--- src/rtl/lwd_pkg.sv ---
package lwd_pkg;
  // Outcome of evaluating one reference period.
  typedef enum logic [1:0] {
    VERD_NONE = 2'd0,
    VERD_HIT  = 2'd1,
    VERD_MISS = 2'd2
  } verdict_t;
endpackage

--- src/rtl/lwd_edge_sync.sv ---
module lwd_edge_sync #(
  parameter int STAGES = 2
) (
  input  logic clk,
  input  logic rst_n,
  input  logic async_in,
  output logic rise
);
  logic [STAGES-1:0] chain;
  logic              last;

  for (genvar i = 0; i < STAGES; i++) begin : g_stage
    if (i == 0) begin : g_first
      always_ff @(posedge clk or negedge rst_n) begin
        if (!rst_n) chain[i] <= 1'b0;
        else        chain[i] <= async_in;
      end
    end else begin : g_next
      always_ff @(posedge clk or negedge rst_n) begin
        if (!rst_n) chain[i] <= 1'b0;
        else        chain[i] <= chain[i-1];
      end
    end
  end

  always_ff @(posedge clk or negedge rst_n) begin
    if (!rst_n) last <= 1'b0;
    else        last <= chain[STAGES-1];
  end

  assign rise = chain[STAGES-1] & ~last;

  // A synchronised edge is a single-cycle event.
  assert_single_pulse_R2: assert property (@(posedge clk) disable iff (!rst_n)
    rise |=> !rise);
endmodule

--- src/rtl/lwd_window.sv ---
module lwd_window
  import lwd_pkg::*;
#(
  parameter int HALF_WIN = 6
) (
  input  logic     clk,
  input  logic     rst_n,
  input  logic     enable,
  input  logic     ref_rise,
  input  logic     var_rise,
  output verdict_t verdict
);
  localparam int AGE_W = $clog2(HALF_WIN + 2);
  localparam int PC_W  = $clog2(HALF_WIN + 1);
  localparam logic [AGE_W-1:0] STALE   = AGE_W'(HALF_WIN + 1);
  localparam logic [AGE_W-1:0] AGE_LIM = AGE_W'(HALF_WIN);
  localparam logic [PC_W-1:0]  PC_LAST = PC_W'(HALF_WIN - 1);

  logic             phase;      // half-rate timebase: tick when high
  logic [AGE_W-1:0] var_age, var_age_nx;
  logic             armed, armed_nx;
  logic [PC_W-1:0]  post_cnt, post_cnt_nx;
  logic             consume;
  logic             tick;

  assign tick = phase;

  always_comb begin
    verdict     = VERD_NONE;
    armed_nx    = armed;
    post_cnt_nx = post_cnt;
    consume     = 1'b0;
    if (enable) begin
      if (ref_rise) begin
        if (armed) begin
          verdict  = VERD_MISS;          // overlapping reference edge
          armed_nx = 1'b0;
        end else if (var_rise || (var_age <= AGE_LIM)) begin
          verdict = VERD_HIT;            // early or coincident feedback
          consume = 1'b1;
        end else begin
          armed_nx    = 1'b1;            // open the trailing half
          post_cnt_nx = '0;
        end
      end else if (armed) begin
        if (var_rise) begin
          verdict  = VERD_HIT;
          consume  = 1'b1;
          armed_nx = 1'b0;
        end else if (tick) begin
          if (post_cnt == PC_LAST) begin
            verdict  = VERD_MISS;
            armed_nx = 1'b0;
          end else begin
            post_cnt_nx = post_cnt + 1'b1;
          end
        end
      end
    end else begin
      armed_nx = 1'b0;
    end

    if (!enable || consume)            var_age_nx = STALE;
    else if (var_rise)                 var_age_nx = '0;
    else if (tick && var_age < STALE)  var_age_nx = var_age + 1'b1;
    else                               var_age_nx = var_age;
  end

  always_ff @(posedge clk or negedge rst_n) begin
    if (!rst_n) begin
      phase    <= 1'b0;
      var_age  <= STALE;
      armed    <= 1'b0;
      post_cnt <= '0;
    end else begin
      phase    <= ~phase;
      var_age  <= var_age_nx;
      armed    <= armed_nx;
      post_cnt <= post_cnt_nx;
    end
  end

  // The trailing window never runs past its width.
  assert_window_bounded_R4: assert property (@(posedge clk) disable iff (!rst_n)
    armed |-> (post_cnt <= PC_LAST));
  // A verdict only comes from a reference edge or an open window.
  assert_verdict_source_R11: assert property (@(posedge clk) disable iff (!rst_n)
    (verdict != VERD_NONE) |-> (ref_rise || armed));
  // With detection disabled, no window survives.
  assert_disable_closes_R9: assert property (@(posedge clk) disable iff (!rst_n)
    !enable |=> !armed);
endmodule

--- src/rtl/lwd_run_counter.sv ---
module lwd_run_counter
  import lwd_pkg::*;
#(
  parameter int LOCK_RUN = 512
) (
  input  logic     clk,
  input  logic     rst_n,
  input  logic     enable,
  input  verdict_t verdict,
  output logic     locked
);
  localparam int RUN_W = $clog2(LOCK_RUN + 1);
  localparam logic [RUN_W-1:0] RUN_TOP = RUN_W'(LOCK_RUN);

  logic [RUN_W-1:0] run_cnt;

  always_ff @(posedge clk or negedge rst_n) begin
    if (!rst_n) begin
      run_cnt <= '0;
    end else if (!enable) begin
      run_cnt <= '0;
    end else begin
      unique case (verdict)
        VERD_MISS: run_cnt <= '0;
        VERD_HIT:  if (run_cnt != RUN_TOP) run_cnt <= run_cnt + 1'b1;
        default:   run_cnt <= run_cnt;
      endcase
    end
  end

  assign locked = (run_cnt == RUN_TOP);

  // The run length saturates at the lock threshold.
  assert_run_saturates_R8: assert property (@(posedge clk) disable iff (!rst_n)
    run_cnt <= RUN_TOP);
endmodule

--- src/rtl/lock_window_detector.sv ---
module lock_window_detector
  import lwd_pkg::*;
#(
  parameter int SYNC_STAGES = 2,
  parameter int HALF_WIN    = 6,
  parameter int LOCK_RUN    = 512
) (
  input  logic clk_osc,
  input  logic rst_n,
  input  logic ref_in,
  input  logic var_in,
  input  logic pll_mode,
  output logic lock_sink
);
  logic     ref_rise;
  logic     var_rise;
  verdict_t verdict;
  logic     locked;

  lwd_edge_sync #(.STAGES(SYNC_STAGES)) u_ref_sync (
    .clk(clk_osc), .rst_n(rst_n), .async_in(ref_in), .rise(ref_rise)
  );

  lwd_edge_sync #(.STAGES(SYNC_STAGES)) u_var_sync (
    .clk(clk_osc), .rst_n(rst_n), .async_in(var_in), .rise(var_rise)
  );

  lwd_window #(.HALF_WIN(HALF_WIN)) u_window (
    .clk(clk_osc), .rst_n(rst_n), .enable(pll_mode),
    .ref_rise(ref_rise), .var_rise(var_rise), .verdict(verdict)
  );

  lwd_run_counter #(.LOCK_RUN(LOCK_RUN)) u_run (
    .clk(clk_osc), .rst_n(rst_n), .enable(pll_mode),
    .verdict(verdict), .locked(locked)
  );

  // Open-drain: pull the pin low unless the run is complete.
  assign lock_sink = ~locked;

  // A failing period pulls the pin low on the next clock.
  assert_miss_pulls_low_R6: assert property (@(posedge clk_osc) disable iff (!rst_n)
    (verdict == VERD_MISS) |=> lock_sink);
  // The pin is released only right after a passing period.
  assert_release_after_hit_R7: assert property (@(posedge clk_osc) disable iff (!rst_n)
    $fell(lock_sink) |-> $past(verdict == VERD_HIT));
  // Leaving PLL mode holds the pin low.
  assert_mode_off_low_R9: assert property (@(posedge clk_osc) disable iff (!rst_n)
    !pll_mode |=> lock_sink);
endmodule

--- config.mk ---
export PLATFORM = sky130hd
export DESIGN_NAME = lock_window_detector
export DESIGN_NICKNAME = d
export VERILOG_FILES = /design/src/rtl/lwd_pkg.sv /design/src/rtl/lwd_edge_sync.sv /design/src/rtl/lwd_window.sv /design/src/rtl/lwd_run_counter.sv /design/src/rtl/lock_window_detector.sv
export SDC_FILE = /design/constraint.sdc
export NUM_CORES = 1
export LEC_CHECK = 0
export BUFFER_PORTS_ARGS = -buffer_cell sky130_fd_sc_hd__buf_2
export CORE_MARGIN = 8
export CORE_UTILIZATION = 35
export CTS_BUF_LIST = sky130_fd_sc_hd__clkbuf_2
export CTS_CLUSTER_DIAMETER = 50
export CTS_CLUSTER_SIZE = 8
export DETAILED_ROUTE_END_ITERATION = 7
export PLACE_DENSITY_LB_ADDON = 0.05
export SLEW_MARGIN = 10
export SYNTH_ARGS = -nofsm -noshare
export SYNTH_HDL_FRONTEND = slang
export SYNTH_SLANG_ARGS = --single-unit
--- constraint.sdc ---
create_clock -name clk_osc -period 2.7 [get_ports clk_osc]
set_input_delay 0.135 -clock clk_osc [delete_from_list [all_inputs] [get_ports clk_osc]]
set_output_delay 0.135 -clock clk_osc [all_outputs]
set_load 0.02 [all_outputs]
==> flow_summary_export.csv, run 1 <==
group,metric,value,unit
pwr,p_sw,0.2073,mW
yosys,ys_seq_elements,24,
timing,fin_tns_setup,0,ns
clock_tree,clockBufferDepth,2,
place,port_buffers,5,
yosys,ys_warn_count,0,
final_layout,syn2layout_area_growth,9.519,%
place,gp_congestion,0.7340,
drt,wl_per_cell,13.77,um
clock_tree,clock_latency,0.34,ns
timing,layout_min_cycle_time,1.910,ns
clock_tree,cts_tree,"done",
floorplanning,die_area,0.006397,sq mm
clock_tree,cts-resized-gates,0,
yosys,ys_seq_area_share,42.18,%
yosys,syn-cell-area,0.001433,sq mm
worst_setup_path,crit_arrival,1.77,ns
final_layout,multi_input_area,753.2,sq um
timing,slew-limit-headroom,59.34,%
timing,hold_violations,0,
worst_setup_path,crit_fanout,5,
timing,rsz0062_at_grt,"no",
pwr,power.internal,0.5766,mW
global_route,grt_pass1_wl,4740,um
timing,tightest_slew,0.6082,ns
drt,via_per_inst,5.138,
place,placed_area,0.001494,sq mm
floorplanning,rows,23,
clock_tree,htree_num_levels,1,
floorplanning,core_area,0.003971,sq mm
pwr,pwr-share-seq,52.9,%
floorplanning,die_h,79.98,um
pwr,power.density,499.6,mW/mm^2
timing,final_max_slew_viol_count,0,
pwr,peakVddDrop,0.2034,mV
worst_setup_path,critPathKind,"reg -> out",
timing,setup_viol,0,
drt,drt_first_iter_violations,23,
worst_setup_path,start_kind,"flip-flop",
clock_tree,post_cts_buffers,0,
global_route,grt.overflow.total,0,
drt,vias,1002,
yosys,syn-mean-instance-area,10.46,sq um
yosys,synthCells,137,
pwr,p_clk_share,30.6,%
job,cap_violations,0,
yosys,syn_nets,148,
final_layout,fin_nets,157,
final_layout,diodes,0,
timing,whs,0.06311,ns
pwr,swShare,26.44,%
timing,fin_crit_sh,70.73,%
timing,finClkSkew,0.003562,ns
place,post-place-ws,0.8580,ns
pwr,pwr-share-comb,16.5,%
floorplanning,die_w,79.98,um
final_layout,fin_util,39.51,%
drt,wl,2686,um
final_layout,seq_area,604.3,sq um
global_route,antenna_found_initial,0,
final_layout,stdcell_area,0.001569,sq mm
place,hpwl,2075,um
clock_tree,cts_hold_buf,3,
final_layout,n_fill_cell,405,
floorplanning,pin_count,6,
pwr,p_leak,0.6319,nW
drt,drc_errors,0,
worst_setup_path,reg2reg_slack,0.84,ns
floorplanning,initial_core_util,36.07,%
yosys,synth_edf_count,0,
worst_setup_path,crit_required,2.57,ns
timing,fin_ws,0.7903,ns
drt,ant_nets,0,
yosys,synthFlopType,"dfrtp_1",
final_layout,drive_gt1_share,18.62,%
clock_tree,cts_root_buffer,"clkbuf_2",
clock_tree,numCtsBuffers,3,
timing,max_freq,523.6,MHz
global_route,grt_pass1_vias,1039,
global_route,grt_max_degree,25,
global_route,grt_usage,9.101,%
drt,first_pass_iters,4,
clock_tree,clock_sinks,24,
clock_tree,cts.clk_slew.worst_paths,0.23,ns
outcome,status,"finished, final reports clean",
yosys,synthArstFlopShare,100.0,%
min_path,hp-class,"in -> reg",
worst_setup_path,worstSetupEndpointType,"primary output",
yosys,synth_cell_types,33,
[worst max-delay path: stages, from the launching register on]
cell and delay (ns):
dfrtp_1 0.48, inv_1 0.07, ha_1 0.14, nor3b_1 0.19, and4_1 0.33, inv_1 0.07, buf_2 0.16
[worst paths after layout]
| path | from | to | cells after the start |
|---|---|---|---|
| max | u_run.run_cnt[0]$_DFFE_PN0P_ | lock_sink | 6 |
| min | pll_mode | u_window.var_age[0]$_DFFE_PN1P_ | 2 |
| max reg2reg | u_window.var_age[0]$_DFFE_PN1P_ | u_window.post_cnt[1]$_DFFE_PN0P_ | 6 |
| min reg2reg | u_ref_sync.chain[0]$_DFF_PN0_ | u_ref_sync.chain[1]$_DFF_PN0_ | 0 |
| max in group asynchronous | rst_n | u_window.var_age[1]$_DFFE_PN1P_ | 2 |
| min in group asynchronous | rst_n | u_window.post_cnt[1]$_DFFE_PN0P_ | 2 |
[cells in the mapped netlist, types with 2 or more instances]
master    instances  area share (%)
nand3_1          10             3.5
inv_1            11             2.9
nand2_1          22             5.8
o211ai_1          2             1.0
nand4_1           3             1.3
nand2b_1         10             4.4
a211oi_2          8             7.0
mux2i_1          13             9.1
dfstp_2           3             5.5
a21oi_1           5             1.7
buf_2             2            0.70
ha_1              6             5.2
dfrtp_1          21              37
and4_1            2             1.2
[kinds of logic (layout without fill, tap and decap cells)]
kind of cell | after synthesis | count (layout) | share of synthesized area, %
AOI/OAI and AO/OA | 22 | 22 | 15.46
adders and majority gates | 6 | 6 | 5.240
buffers and inverters | 16 | 24 | 5.240
DFF | 24 | 24 | 42.18
muxes | 13 | 13 | 9.083
and+or+nand+nor | 56 | 56 | 22.80
[sequential cells by signal, indices dropped and copies added, names as in the netlist]
name               count
u_var_sync.chain       2
u_window.armed         1
u_ref_sync.last        1
u_window.var_age       3
u_window.post_cnt      3
u_run.run_cnt         10
u_ref_sync.chain       2
u_window.phase         1
u_var_sync.last        1
[placed cells by master, fill, tap and decap left out, drive strengths merged, types with 4 or more instances in the layout]
| master | n |
|---|---|
| nand3 | 10 |
| a21oi | 5 |
| dfrtp | 21 |
| mux2i | 13 |
| inv | 11 |
| nand4 | 4 |
| a211oi | 8 |
| buf | 6 |
| nand2 | 22 |
| ha | 6 |
| nand2b | 10 |
[metrics by stage]
step           instances  power [mW]
2_1_floorplan        137      0.5154
5_1_grt              195      0.8338
4_1_cts              195      0.8058
3_3_place_gp         188      0.5465
6_report             195      0.7839
3_5_place_dp         188      0.5497
[layer usage]
layer / track usage, % / share of wire [%]
met5: 0 / 0
met4: 2.182 / 0.82
met3: 2.477 / 2.4
met2: 15.60 / 51
met1: 10.93 / 46
[area by class of cell]
| cell class | instances | share of cell area (%) |
|---|---|---|
| multi-input combinational | 97 | 48.01 |
| sequential | 24 | 38.52 |
| timing repair buffer | 9 | 3.987 |
| tap | 50 | 3.987 |
| inverter | 11 | 2.632 |
| clock inverter | 1 | 1.914 |
| clock buffer | 3 | 0.9569 |
[power groups by stage]
stage               Combinational, mW  Sequential (mW)  Clock (mW)
global route                    0.149            0.419       0.266
global placement                0.127            0.420           0
floorplan                       0.101            0.415           0
finish                          0.129            0.414       0.240
CTS                             0.133            0.415       0.258
detailed placement              0.128            0.422           0
(Power assumes the default switching activity.)
==> run 2, diff against run 1 <==
==> constraint.sdc (replaced) <==
create_clock -name clk_osc -period 1.9 [get_ports clk_osc]
set_input_delay 0.095 -clock clk_osc [delete_from_list [all_inputs] [get_ports clk_osc]]
set_output_delay 0.095 -clock clk_osc [all_outputs]
set_load 0.02 [all_outputs]
==> run 2 against run 1 <==
Net effect:
- sequential share of layout area shrank 1.4 points
- register-to-register slack got worse by 0.71 ns
- non-clock buffer count grew 6
- first-iteration DRC count increased to 3.2 times the previous value
- clock skew increased by 0.0052 ns
- sequential power up 42%
- combinational power up 58%
- sequential cell count stayed put
- wire length increased by 3.5%
- die area unchanged
- global-route usage increased by 0.67 points
- highest routed layer unchanged
==> flow_summary_export.csv, run 2 (synthesis results as in run 1) <==
group,metric,value,unit
floorplanning,pin_count,6,
final_layout,diodes,0,
worst_setup_path,crit_required,2.19,ns
floorplanning,core_area,0.003971,sq mm
timing,setup_viol,0,
worst_setup_path,crit_family,"flip-flops",
worst_setup_path,start_kind,"flip-flop",
drt,ant_nets,0,
drt,routed-wl-met2,1378,um
global_route,antenna_found_initial,0,
drt,wl,2780,um
floorplanning,rows,23,
min_path,hp-class,"in -> async",
clock_tree,cts_tree,"done",
worst_setup_path,cp_slowest_stage_delay,0.63,ns
timing,final_max_slew_viol_count,0,
drt,drt_first_iter_violations,73,
global_route,grt_max_degree,25,
job,cap_violations,0,
drt,first_pass_iters,6,
drt,maxUsedRoutingLayer,"met4",
worst_setup_path,critPathKind,"reg -> reg",
final_layout,drive_gt1_share,23.84,%
place,hpwl,2046,um
final_layout,syn2layout_area_growth,13.71,%
floorplanning,die_w,79.98,um
clock_tree,cts_root_buffer,"clkbuf_2",
timing,fin_crit_sh,93.04,%
timing,hold_violations,0,
global_route,grt.overflow.total,0,
worst_setup_path,r2r_start,"u_window.var_age[0]$_DFFE_PN1P_",
outcome,status,"finished, final reports clean",
pwr,p_leak,0.6642,nW
worst_setup_path,worstSetupEndpointType,"flip-flop",
worst_setup_path,cp.buffers_inverters,1,
drt,wl_met1,1279,um
worst_setup_path,crit_arrival,2.06,ns
worst_setup_path,cp_slowest_cell,"dfstp_2",
floorplanning,initial_core_util,36.07,%
final_layout,regMostFlops,"u_run.run_cnt",
timing,layout_min_cycle_time,1.768,ns
drt,wl_per_cell,13.83,um
clock_tree,htree_num_levels,1,
clock_tree,numCtsBuffers,3,
final_layout,largest_reg_flops,10,
pwr,power.density,696.9,mW/mm^2
drt,route.met3.wl,69,um
clock_tree,clockBufferDepth,2,
pwr,power,1.135,mW
floorplanning,die_h,79.98,um
worst_setup_path,cp.depth,6,
drt,vias,1031,
place,gp_congestion,0.7339,
worst_setup_path,reg2reg_depth,6,
timing,rsz0062_at_grt,"no",
final_layout,layout_commonest_cell,"nand2_1",
global_route,grt_pass1_vias,1142,
timing,finClkSkew,0.008754,ns
clock_tree,clock_latency,0.34,ns
worst_setup_path,crit_path_cell_trace,"inv_1 -> ha_1 -> and3b_1 -> nand3_1 -> a21oi_2 -> mux2i_1",
drt,via_per_inst,5.129,
final_layout,fin_nets,163,
place,port_buffers,5,
global_route,grt_usage,9.767,%
final_layout,final_cell_mix,"nand2_1, dfrtp_1, mux2i_1",
worst_setup_path,cp-startpoint,"u_window.var_age[0]$_DFFE_PN1P_",
final_layout,largestRegisters,"u_run.run_cnt (10), u_window.post_cnt (3), u_window.var_age (3)",
clock_tree,clock_sinks,24,
global_route,grt_pass1_wl,4968,um
drt,drc_errors,0,
worst_setup_path,crit_fanout,6,
timing,tightest_slew,0.5392,ns
timing,fin_tns_setup,0,ns
timing,slew-limit-headroom,64.05,%
pwr,peakVddDrop,0.2990,mV
timing,max_freq,565.7,MHz
floorplanning,die_area,0.006397,sq mm
clock_tree,cts.clk_slew.worst_paths,0.24,ns
run 2: what timing repair did:
action                                  4_1_cts  5_1_grt
endpoints found under the hold margin        25        0
endpoints found under the setup margin        1        4
hold buffers                                  4        0
setup buffers                                 2        0
gates resized for setup                       1        4
run 2: routing by layer:
metal / vias to the layer above / global-route usage (%)
met2: 11 / 16.33
li1: 513 / -
met5: - / 0
met3: 6 / 2.252
met1: 501 / 11.43
met4: 0 / 4.727
run 2: cell type report:
cell class,instances,area [sq um]
fill,404,2342
timing repair buffer,15,110.1
clock inverter,1,30.03
sequential,24,604.3
inverter,11,41.29
tap,50,62.56
clock buffer,3,15.01
multi-input combinational,97,765.7
run 2: through the flow:
stage / instances / hold slack, ns / utilization [%] / setup slack, ns / instance area [sq um]
after floorplan: 137 / -0.2006 / - / 0.2050 / 1433
after global placement: 191 / 0.1159 / 38.19 / 0.1965 / 1516
after detailed placement: 191 / 0.1177 / 38.19 / 0.08514 / 1516
after CTS: 201 / 0.2014 / 40.74 / 0.03039 / 1618
after global routing: 201 / 0.2362 / 41.02 / 0.02219 / 1629
final: 201 / 0.2151 / 41.02 / 0.1323 / 1629
run 2: power breakdown:
group          internal [mW]  switching [mW]
clock                  0.181           0.161
sequential             0.553          0.0363
combinational         0.0950           0.109
run 2: path summary, 6_finish.rpt:
path	end	slack, ns
max	u_window.post_cnt[0]$_DFFE_PN0P_	0.13
min	u_window.post_cnt[2]$_DFFE_PN0P_	0.22
max reg2reg	u_window.post_cnt[0]$_DFFE_PN0P_	0.13
min reg2reg	u_var_sync.chain[1]$_DFF_PN0_	0.38
max in group asynchronous	u_window.var_age[0]$_DFFE_PN1P_	1.31
min in group clk_osc	u_ref_sync.chain[0]$_DFF_PN0_	0.37
